File: src/rtl/bcc_pkg.sv
package bcc_pkg;

  typedef enum logic [2:0] {
    PH_IDLE = 3'd0,
    PH_T1   = 3'd1,
    PH_T2   = 3'd2,
    PH_T3   = 3'd3,
    PH_T4   = 3'd4
  } phase_e;

  // clocks from T1 to T4 inclusive for a given number of wait states
  function automatic int unsigned cycle_clocks(input int unsigned waits);
    return 32'd4 + waits;
  endfunction

  // phases in which the read or write strobe is active
  function automatic logic strobe_phase(input phase_e p);
    return (p == PH_T2) || (p == PH_T3);
  endfunction

  // phases in which a transfer owns the bus
  function automatic logic busy_phase(input phase_e p);
    return (p == PH_T1) || (p == PH_T2) || (p == PH_T3) || (p == PH_T4);
  endfunction

  // phases in which write data is driven
  function automatic logic data_phase(input phase_e p);
    return (p == PH_T2) || (p == PH_T3) || (p == PH_T4);
  endfunction

endpackage

File: src/rtl/bcc_phase_fsm.sv
module bcc_phase_fsm
  import bcc_pkg::*;
(
  input  logic   clk,
  input  logic   rst_n,
  input  logic   start,
  input  logic   ready,
  output phase_e phase,
  output logic   accept_ok,
  output logic   accept,
  output logic   t3_exit
);

  phase_e phase_q, phase_d;

  assign accept_ok = (phase_q == PH_IDLE) || (phase_q == PH_T4);
  assign accept    = start && accept_ok;
  assign t3_exit   = (phase_q == PH_T3) && ready;
  assign phase     = phase_q;

  always_comb begin
    phase_d = phase_q;
    unique case (phase_q)
      PH_IDLE: if (start) phase_d = PH_T1;
      PH_T1:   phase_d = PH_T2;
      PH_T2:   phase_d = PH_T3;
      PH_T3:   if (ready) phase_d = PH_T4;
      PH_T4:   phase_d = start ? PH_T1 : PH_IDLE;
      default: phase_d = PH_IDLE;
    endcase
  end

  always_ff @(posedge clk) begin
    if (!rst_n) phase_q <= PH_IDLE;
    else        phase_q <= phase_d;
  end


  t1_to_t2_chk: assert property (@(posedge clk) disable iff (!rst_n)
    (phase_q == PH_T1) |=> (phase_q == PH_T2));


  wait_hold_chk: assert property (@(posedge clk) disable iff (!rst_n)
    (phase_q == PH_T3 && !ready) |=> (phase_q == PH_T3));


  t3_leave_chk: assert property (@(posedge clk) disable iff (!rst_n)
    (phase_q == PH_T3 && ready) |=> (phase_q == PH_T4));


  back_to_back_chk: assert property (@(posedge clk) disable iff (!rst_n)
    (phase_q == PH_T4 && start) |=> (phase_q == PH_T1));


  busy_refuse_chk: assert property (@(posedge clk) disable iff (!rst_n)
    (phase_q == PH_T2) |=> (phase_q != PH_T1));

endmodule

File: src/rtl/bcc_req_hold.sv
module bcc_req_hold #(
  parameter int AW = 16,
  parameter int DW = 16
) (
  input  logic          clk,
  input  logic          rst_n,
  input  logic          load,
  input  logic [AW-1:0] addr_in,
  input  logic [DW-1:0] wdata_in,
  input  logic          write_in,
  input  logic          io_in,
  output logic [AW-1:0] addr_q,
  output logic [DW-1:0] wdata_q,
  output logic          write_q,
  output logic          io_q
);

  always_ff @(posedge clk) begin
    if (!rst_n) begin
      addr_q  <= '0;
      wdata_q <= '0;
      write_q <= 1'b0;
      io_q    <= 1'b0;
    end else if (load) begin
      addr_q  <= addr_in;
      wdata_q <= wdata_in;
      write_q <= write_in;
      io_q    <= io_in;
    end
  end

endmodule

File: src/rtl/bcc_bus_drive.sv
module bcc_bus_drive
  import bcc_pkg::*;
#(
  parameter int AW = 16,
  parameter int DW = 16
) (
  input  logic          clk,
  input  logic          rst_n,
  input  phase_e        phase,
  input  logic          t3_exit,
  input  logic [AW-1:0] addr_q,
  input  logic [DW-1:0] wdata_q,
  input  logic          write_q,
  input  logic          io_q,
  input  logic [DW-1:0] bus_rdata,
  output logic [AW-1:0] bus_addr,
  output logic          bus_ale,
  output logic          bus_rd,
  output logic          bus_wr,
  output logic          bus_io,
  output logic [DW-1:0] bus_wdata,
  output logic          bus_wdata_oe,
  output logic          done,
  output logic [DW-1:0] rd_data
);

  logic owns_bus;
  logic strobe_on;
  logic capture;

  assign owns_bus  = busy_phase(phase);
  assign strobe_on = strobe_phase(phase);
  assign capture   = t3_exit && !write_q;

  assign bus_addr     = owns_bus ? addr_q : '0;
  assign bus_io       = owns_bus && io_q;
  assign bus_ale      = (phase == PH_T1);
  assign bus_rd       = strobe_on && !write_q;
  assign bus_wr       = strobe_on && write_q;
  assign bus_wdata_oe = write_q && data_phase(phase);
  assign bus_wdata    = bus_wdata_oe ? wdata_q : '0;
  assign done         = (phase == PH_T4);

  always_ff @(posedge clk) begin
    if (!rst_n)       rd_data <= '0;
    else if (capture) rd_data <= bus_rdata;
  end


  rd_wr_excl_chk: assert property (@(posedge clk) disable iff (!rst_n)
    !(bus_rd && bus_wr));


  ale_pulse_chk: assert property (@(posedge clk) disable iff (!rst_n)
    bus_ale |=> !bus_ale);


  addr_stable_chk: assert property (@(posedge clk) disable iff (!rst_n)
    (owns_bus && !bus_ale) |-> $stable(bus_addr));


  io_stable_chk: assert property (@(posedge clk) disable iff (!rst_n)
    (owns_bus && !bus_ale) |-> $stable(bus_io));


  strobe_off_t4_chk: assert property (@(posedge clk) disable iff (!rst_n)
    done |-> !(bus_rd || bus_wr));

endmodule

File: src/rtl/bus_cycle_ctrl.sv
module bus_cycle_ctrl
  import bcc_pkg::*;
#(
  parameter int AW = 16,
  parameter int DW = 16
) (
  input  logic          clk,
  input  logic          rst_n,
  input  logic          req_valid,
  input  logic          req_write,
  input  logic          req_io,
  input  logic [AW-1:0] req_addr,
  input  logic [DW-1:0] req_wdata,
  output logic          req_ready,
  output logic          done,
  output logic [DW-1:0] rd_data,
  output logic [AW-1:0] bus_addr,
  output logic          bus_ale,
  output logic          bus_rd,
  output logic          bus_wr,
  output logic          bus_io,
  output logic [DW-1:0] bus_wdata,
  output logic          bus_wdata_oe,
  input  logic [DW-1:0] bus_rdata,
  input  logic          bus_ready
);

  phase_e        phase;
  logic          accept;
  logic          t3_exit;
  logic [AW-1:0] addr_q;
  logic [DW-1:0] wdata_q;
  logic          write_q;
  logic          io_q;

  bcc_phase_fsm u_fsm (
    .clk       (clk),
    .rst_n     (rst_n),
    .start     (req_valid),
    .ready     (bus_ready),
    .phase     (phase),
    .accept_ok (req_ready),
    .accept    (accept),
    .t3_exit   (t3_exit)
  );

  bcc_req_hold #(.AW(AW), .DW(DW)) u_hold (
    .clk      (clk),
    .rst_n    (rst_n),
    .load     (accept),
    .addr_in  (req_addr),
    .wdata_in (req_wdata),
    .write_in (req_write),
    .io_in    (req_io),
    .addr_q   (addr_q),
    .wdata_q  (wdata_q),
    .write_q  (write_q),
    .io_q     (io_q)
  );

  bcc_bus_drive #(.AW(AW), .DW(DW)) u_drive (
    .clk          (clk),
    .rst_n        (rst_n),
    .phase        (phase),
    .t3_exit      (t3_exit),
    .addr_q       (addr_q),
    .wdata_q      (wdata_q),
    .write_q      (write_q),
    .io_q         (io_q),
    .bus_rdata    (bus_rdata),
    .bus_addr     (bus_addr),
    .bus_ale      (bus_ale),
    .bus_rd       (bus_rd),
    .bus_wr       (bus_wr),
    .bus_io       (bus_io),
    .bus_wdata    (bus_wdata),
    .bus_wdata_oe (bus_wdata_oe),
    .done         (done),
    .rd_data      (rd_data)
  );


  done_after_ready_chk: assert property (@(posedge clk) disable iff (!rst_n)
    done |-> $past(bus_ready));


  done_pulse_chk: assert property (@(posedge clk) disable iff (!rst_n)
    done |=> !done);

endmodule

File: config.mk
export PLATFORM = sky130hd
export DESIGN_NAME = bus_cycle_ctrl
export DESIGN_NICKNAME = d
export VERILOG_FILES = /design/src/rtl/bcc_pkg.sv /design/src/rtl/bcc_phase_fsm.sv /design/src/rtl/bcc_req_hold.sv /design/src/rtl/bcc_bus_drive.sv /design/src/rtl/bus_cycle_ctrl.sv
export SDC_FILE = /design/constraint.sdc
export NUM_CORES = 1
export LEC_CHECK = 0
export BUFFER_PORTS_ARGS = -buffer_cell sky130_fd_sc_hd__buf_4
export CAP_MARGIN = 40
export CORE_MARGIN = 3
export CORE_UTILIZATION = 45
export DETAILED_ROUTE_END_ITERATION = 12
export GPL_TIMING_DRIVEN = 0
export PLACE_DENSITY = 0.78
export SYNTH_ARGS = -nofsm -noshare
export SYNTH_HDL_FRONTEND = slang
export SYNTH_SLANG_ARGS = --single-unit
File: constraint.sdc
create_clock -name clk -period 3.5 [get_ports clk]
set_clock_uncertainty 0.05 [all_clocks]
set_input_delay 0.35 -clock clk [delete_from_list [all_inputs] [get_ports clk]]
set_output_delay 0.35 -clock clk [all_outputs]
set_load 0.01 [all_outputs]
==> Word level (Yosys, flattened, before mapping) <==
Index checks and enable logic that the tools add are counted.
{ "word_totals": {"inputBits": 54, "ff_bits": 53, "wordCells": 34, "output_inout_bits": 55} }
{ "classes": {"n_eq_ne": 6, "mux": 6, "n_reduce_logical": 16} }
{ "op_table": {"columns": ["op", "count"], "rows": [
  ["2-to-1 mux 16 bit", 2],
  ["case mux 3 bit (5 select lines)", 1],
  ["logical AND 1 bit", 7],
  ["equality test 3 x 2 -> 1 bit (second input constant)", 2],
  ["logical OR 1 bit", 6],
  ["2-to-1 mux 3 bit", 2],
  ["!= test 2 bit (second input constant)", 2],
  ["equality test 3 x 1 -> 1 bit (second input constant)", 1],
  ["equality test 3 bit (second input constant)", 1],
  ["logical NOT 3 bit", 1],
  ["AND reduction 2 bit", 1],
  ["logical NOT 1 bit", 1],
  ["2-to-1 mux 1 bit", 1]
]} }

==> Longest topological paths before layout <==
{ "logic_depth": {"word_depth": 5, "depth_mapped": 6, "depth_no_buf": 3} }

==> Modules after synthesis <==
A second synthesis with hierarchy kept.
{ "hier_totals": {"cells_unflattened": 237, "area_unflattened_um2": 2366.0} }
{ "by_module_without_submodules": {"columns": ["mod", "area_each_um2", "n_inst", "cells_each"], "rows": [
  ["bcc_req_hold", 1316.3, 1, 109],
  ["bcc_bus_drive", 923.4, 1, 116],
  ["bcc_phase_fsm", 126.4, 1, 12]
]} }

==> Worst setup path before layout <==
OpenSTA, ideal clock, no wires.
{ "synth_path": {"path_type": "flip-flop to output port", "start": "reg u_fsm.phase_q[2], in the netlist u_fsm.phase[2]", "end": "out bus_wdata[10]", "stages_incl_launch_ff": 5, "n_path_buf": 1, "t_arrival_ns": 1.417, "slack_ns": 1.683, "cell_sequence": "dfxtp_1 nor3b_1 o21a_2 buf_6 and2_1"} }
{ "synth_between": {"elab_cells_between_ends": 7, "cone_classes": "eq/ne (3); mux (1); reduce/logical (3)"} }
{ "synth_rtl": {"columns": ["element", "line", "text"], "rows": [
  ["from (decl)", "bcc_phase_fsm.sv:14", "phase_e phase_q, phase_d;"],
  ["from (signal assigned)", "bcc_phase_fsm.sv:35", "else phase_q <= phase_d;"],
  ["equality test 3 bit", null, null],
  ["net done", "bus_cycle_ctrl.sv:15", "output logic done,"],
  ["logical OR 1 bit", "bcc_pkg.sv:28", "return (p == PH_T2) || (p == PH_T3) || (p == PH_T4);"],
  ["logical AND 1 bit", "bcc_bus_drive.sv:40", "assign bus_wdata_oe = write_q && data_phase(phase);"],
  ["net bus_wdata_oe", "bus_cycle_ctrl.sv:23", "output logic bus_wdata_oe,"],
  ["2-to-1 mux 16 bit", "bcc_bus_drive.sv:41", "assign bus_wdata = bus_wdata_oe ? wdata_q : '0;"],
  ["to (decl)", "bus_cycle_ctrl.sv:22", "output logic [DW-1:0] bus_wdata,"]
]} }
The timed path passes the listed nets, and every way through them passes these cells.

==> Final worst setup path <==
{ "layout_path": {"start": "reg u_fsm.phase_q[1], in the netlist u_fsm.phase[1]", "end": "out bus_addr[13]"} }
{ "layout_between": {"elab_chain_len": 5, "elab_cells_between_ends": 8, "cone_classes": "eq/ne (4); mux (1); reduce/logical (3)"} }
{ "layout_rtl": {"columns": ["element", "line", "text"], "rows": [
  ["equality test 3 x 1 -> 1 bit / equality test 3 x 2 -> 1 bit (equally long branches)", "bcc_pkg.sv:23", "return (p == PH_T1) || (p == PH_T2) || (p == PH_T3) || (p == PH_T4);"],
  ["logical OR 1 bit (2 in a row)", "bcc_pkg.sv:23", null],
  ["logical OR 1 bit *", "bcc_pkg.sv:23", null],
  ["2-to-1 mux 16 bit *", "bcc_bus_drive.sv:35", "assign bus_addr = owns_bus ? addr_q : '0;"],
  ["to (decl)", "bus_cycle_ctrl.sv:17", "output logic [AW-1:0] bus_addr,"]
]} }
Mark *: on every way between the ends. The rest lies on a longest branch, timed or not.

==> run summary <==
The run finished with clean final reports. Summing over every cut layer, the via total after detailed routing is 2115. The final count of hold timing violations is 0.

The post-CTS resize count came out at 0. The floorplan step defined a die boundary enclosing between 6000 and 7000 um^2. The filler cell count in the final layout is roughly 440. The unique cell type count in the Yosys netlist is 22.

The detailed router finished its first iteration with between 40 and 50 violations. The final worst-path setup slack is roughly 1.2 ns. The number of H-tree levels came out at 2. The initial antenna violation count was 0. In the final layout, the share of cells above drive strength 1 is 34.1%.

The cell leakage power came out at roughly 1.5 nW. The overall routed net length is between 5000 and 6000 um. After floorplanning, the core was divided into 25 placement rows. The first-pass iteration count of the detailed router came out at 4.

Setup repair after global routing left no endpoint under its margin. The worst-case IR drop observed on VDD is slightly below 0.3 mV. The share of synthesized flip-flops with an asynchronous set or reset is 0%. Of all nets on the critical path, the largest fanout is 10. After detailed routing, the number of remaining DRC violations is 0.

The start-to-end type of the worst setup path is reg -> out. The number of cells produced by synthesis came out at 272. The commonest register cell after synthesis is sky130_fd_sc_hd__dfxtp_1. In this run the remaining antenna-violating nets after routing total 0. The HPWL after detailed placement is between 4000 and 5000 um. STA classifies the critical path endpoint as an output port. The weighted congestion reported at the end of routability-driven placement came out at about 0.73.

The number of antenna repair diodes came out at 0. The top-level I/O count is 109. The count of flip-flops with a built-in enable after synthesis came out at 0. The synthesized area per cell is ~8.5 um^2. The proportion of synthesized chip area in sequential cells is approximately 46%. STA classifies the critical path startpoint as a flip-flop. The number of maximum-capacitance constraint violations is 0.

The startpoint of the worst register-to-register path is u_fsm.phase[1]. The clock drives 53 sinks. The clock transition time at the flip-flop clock pins of the worst setup and hold paths is about 0.10 ns.

The count of hold buffers inserted by post-cts repair came out at 0. The global-route wire length before repair came out at between 9000 and 10000 um. Global routing finished with a remaining overflow of 0.

The area of the placeable core is approximately 4800 um^2. TritonCTS built the clock tree. Counting every net in the synthesized netlist gives ~330. The layout overhead on the synthesized area is 44.1%. Tracing the worst setup path back leads to its startpoint at u_fsm.phase[1].

The number of setup violations in the final report came out at 0. The path type of the worst min-delay path is in -> reg. The number of synthesis warnings came out at 0. The startpoint identified for the worst hold timing path is req_addr[9]. The worst slew margin relative to its limit came out at 66.5%.

The power per standard cell area came out at 408 nW/um^2. The overall die width is 77.8 um. From bottom edge to top edge, the die measures just under 80 um. The worst slack at placement is 1.49 ns.

The worst path required time is ~3.1 ns. The global-route usage over all layers came out at about a fifth. In the final timing run, aggregate negative setup slack is 0 ns.

The via-per-instance ratio came out at between 4 and 5. The number of clock buffers added by TritonCTS is 5. In this run the clock root is driven by a sky130_fd_sc_hd__clkbuf_8. The pin count of the biggest net entering global routing came out at 17. The final-report max-slew violation count is 0. The synthesized cell area came out at between 2000 and 2500 um^2. At the worst endpoint, the arrival time is 1.91 ns.

The achievable frequency came out at 0.433 GHz. The wire length per cell came out at ~12 um. The number of register bits inferred by synthesis came out at 53. The number of input and output port buffers inserted is around 110.

At the pin with the least slew margin, the transition time is between 0.5 and 0.6 ns. The initial core utilization is roughly 48%. The maximum count of clock buffers along a single path is 2. The share of the cycle needed by the critical path after routing came out at roughly two thirds. The latest clock arrival within the worst-skew pair is around 0.30 ns. For this run, the post-layout net count is 440. The worst path in the final design needs a cycle of 2.31 ns, including I/O delays and setup. The count of buffers added by post-CTS timing repair for setup came out at 0. The number of global-route vias before repair was roughly 2000.
==> layer usage <==
metal,part of all wire (%),global-route usage [%]
met1,43,23.4
met2,46,29.9
met3,9.9,6.84
met4,1.4,6.94
met5,0,0
==> registers in the layout (all words and copies together), names as in the netlist <==
register	count
u_drive.rd_data	16
u_hold.addr_q	16
u_hold.wdata_q	16
u_fsm.phase	3
u_hold.io_q	1
u_hold.write_q	1
==> cell families after synthesis <==
family	synth area share [%]
AO/OA/AOI/OAI	11.6
multiplexers	6.91
flip-flops	45.8
AND/OR/NAND/NOR	30.4
buffers and inverters	4.59
XOR/XNOR	0.702
==> worst max-delay path: stages (launching register included) <==
cell and delay (ns):
sky130_fd_sc_hd__dfxtp_1 0.52, sky130_fd_sc_hd__nor2_2 0.11, sky130_fd_sc_hd__xnor2_2 0.31, sky130_fd_sc_hd__clkbuf_1 0.35
sky130_fd_sc_hd__and2_1 0.20, sky130_fd_sc_hd__buf_4 0.12
==> cells in the mapped netlist, types with 2 or more instances <==
master / instances / area share (%)
sky130_fd_sc_hd__nand2_1: 101 / 16
sky130_fd_sc_hd__dfxtp_1: 53 / 46
sky130_fd_sc_hd__and2_1: 34 / 9.2
sky130_fd_sc_hd__a21boi_0: 22 / 7.1
sky130_fd_sc_hd__mux2i_1: 16 / 6.9
sky130_fd_sc_hd__a21boi_1: 12 / 3.9
sky130_fd_sc_hd__buf_2: 9 / 1.9
sky130_fd_sc_hd__clkbuf_1: 8 / 1.3
sky130_fd_sc_hd__nor2b_1: 3 / 0.81
sky130_fd_sc_hd__nor3b_1: 2 / 0.65
==> final cells by class <==
cell class	count	area (um^2)	area share, %
multi-input combinational	200	1150	34.4
timing repair buffer	107	803	24.1
buffer	19	106	3.19
tap	67	83.8	2.51
clock buffer	5	68.8	2.06
clock inverter	3	65.1	1.95
sequential	53	1060	31.8
==> placed cells by master (no fill, tap or decap), types with 2 or more instances in the layout <==
| cell | count |
|---|---|
| sky130_fd_sc_hd__buf_4 | 107 |
| sky130_fd_sc_hd__nand2_1 | 101 |
| sky130_fd_sc_hd__dfxtp_1 | 53 |
| sky130_fd_sc_hd__and2_1 | 34 |
| sky130_fd_sc_hd__a21boi_0 | 22 |
| sky130_fd_sc_hd__mux2i_1 | 16 |
| sky130_fd_sc_hd__a21boi_1 | 12 |
| sky130_fd_sc_hd__buf_2 | 9 |
| sky130_fd_sc_hd__clkbuf_1 | 8 |
| sky130_fd_sc_hd__clkbuf_8 | 5 |
| sky130_fd_sc_hd__nor2b_1 | 3 |
| sky130_fd_sc_hd__nor3b_1 | 2 |
| sky130_fd_sc_hd__bufinv_16 | 2 |
==> worst paths after layout <==
check / slack [ns] / endpoint / cells past startpoint
min reg2reg: 0.40 / u_hold.addr_q[11] / 2
min: 0.23 / u_hold.addr_q[9] / 3
max reg2reg: 1.91 / u_drive.rd_data[8] / 4
max: 1.19 / bus_addr[13] / 5
==> report_power, final <==
part	total, mW	leakage (nW)	switching [mW]	internal [mW]
Combinational	0.223	0.996	0.111	0.111
Sequential	0.655	0.432	0.0176	0.637
Clock	0.484	0.0681	0.200	0.284
Total	1.36	1.50	0.329	1.03
==> through the flow <==
| step | instance area, um^2 | power [mW] | hold slack (ns) | cells | utilization [%] |
|---|---|---|---|---|---|
| 6_report | 3340 | 1.36 | 0.226 | 454 | 68.9 |
| 5_1_grt | 3340 | 1.43 | 0.221 | 454 | 68.9 |
| 2_1_floorplan | 2320 | 0.789 | 0.380 | 272 | - |
| 3_5_place_dp | 3200 | 0.895 | 0.391 | 446 | 66.1 |
| 4_1_cts | 3340 | 1.38 | 0.217 | 454 | 68.9 |
| 3_3_place_gp | 3200 | 0.889 | 0.386 | 446 | 66.1 |
Note: power is estimated with default switching activity, not from simulation.
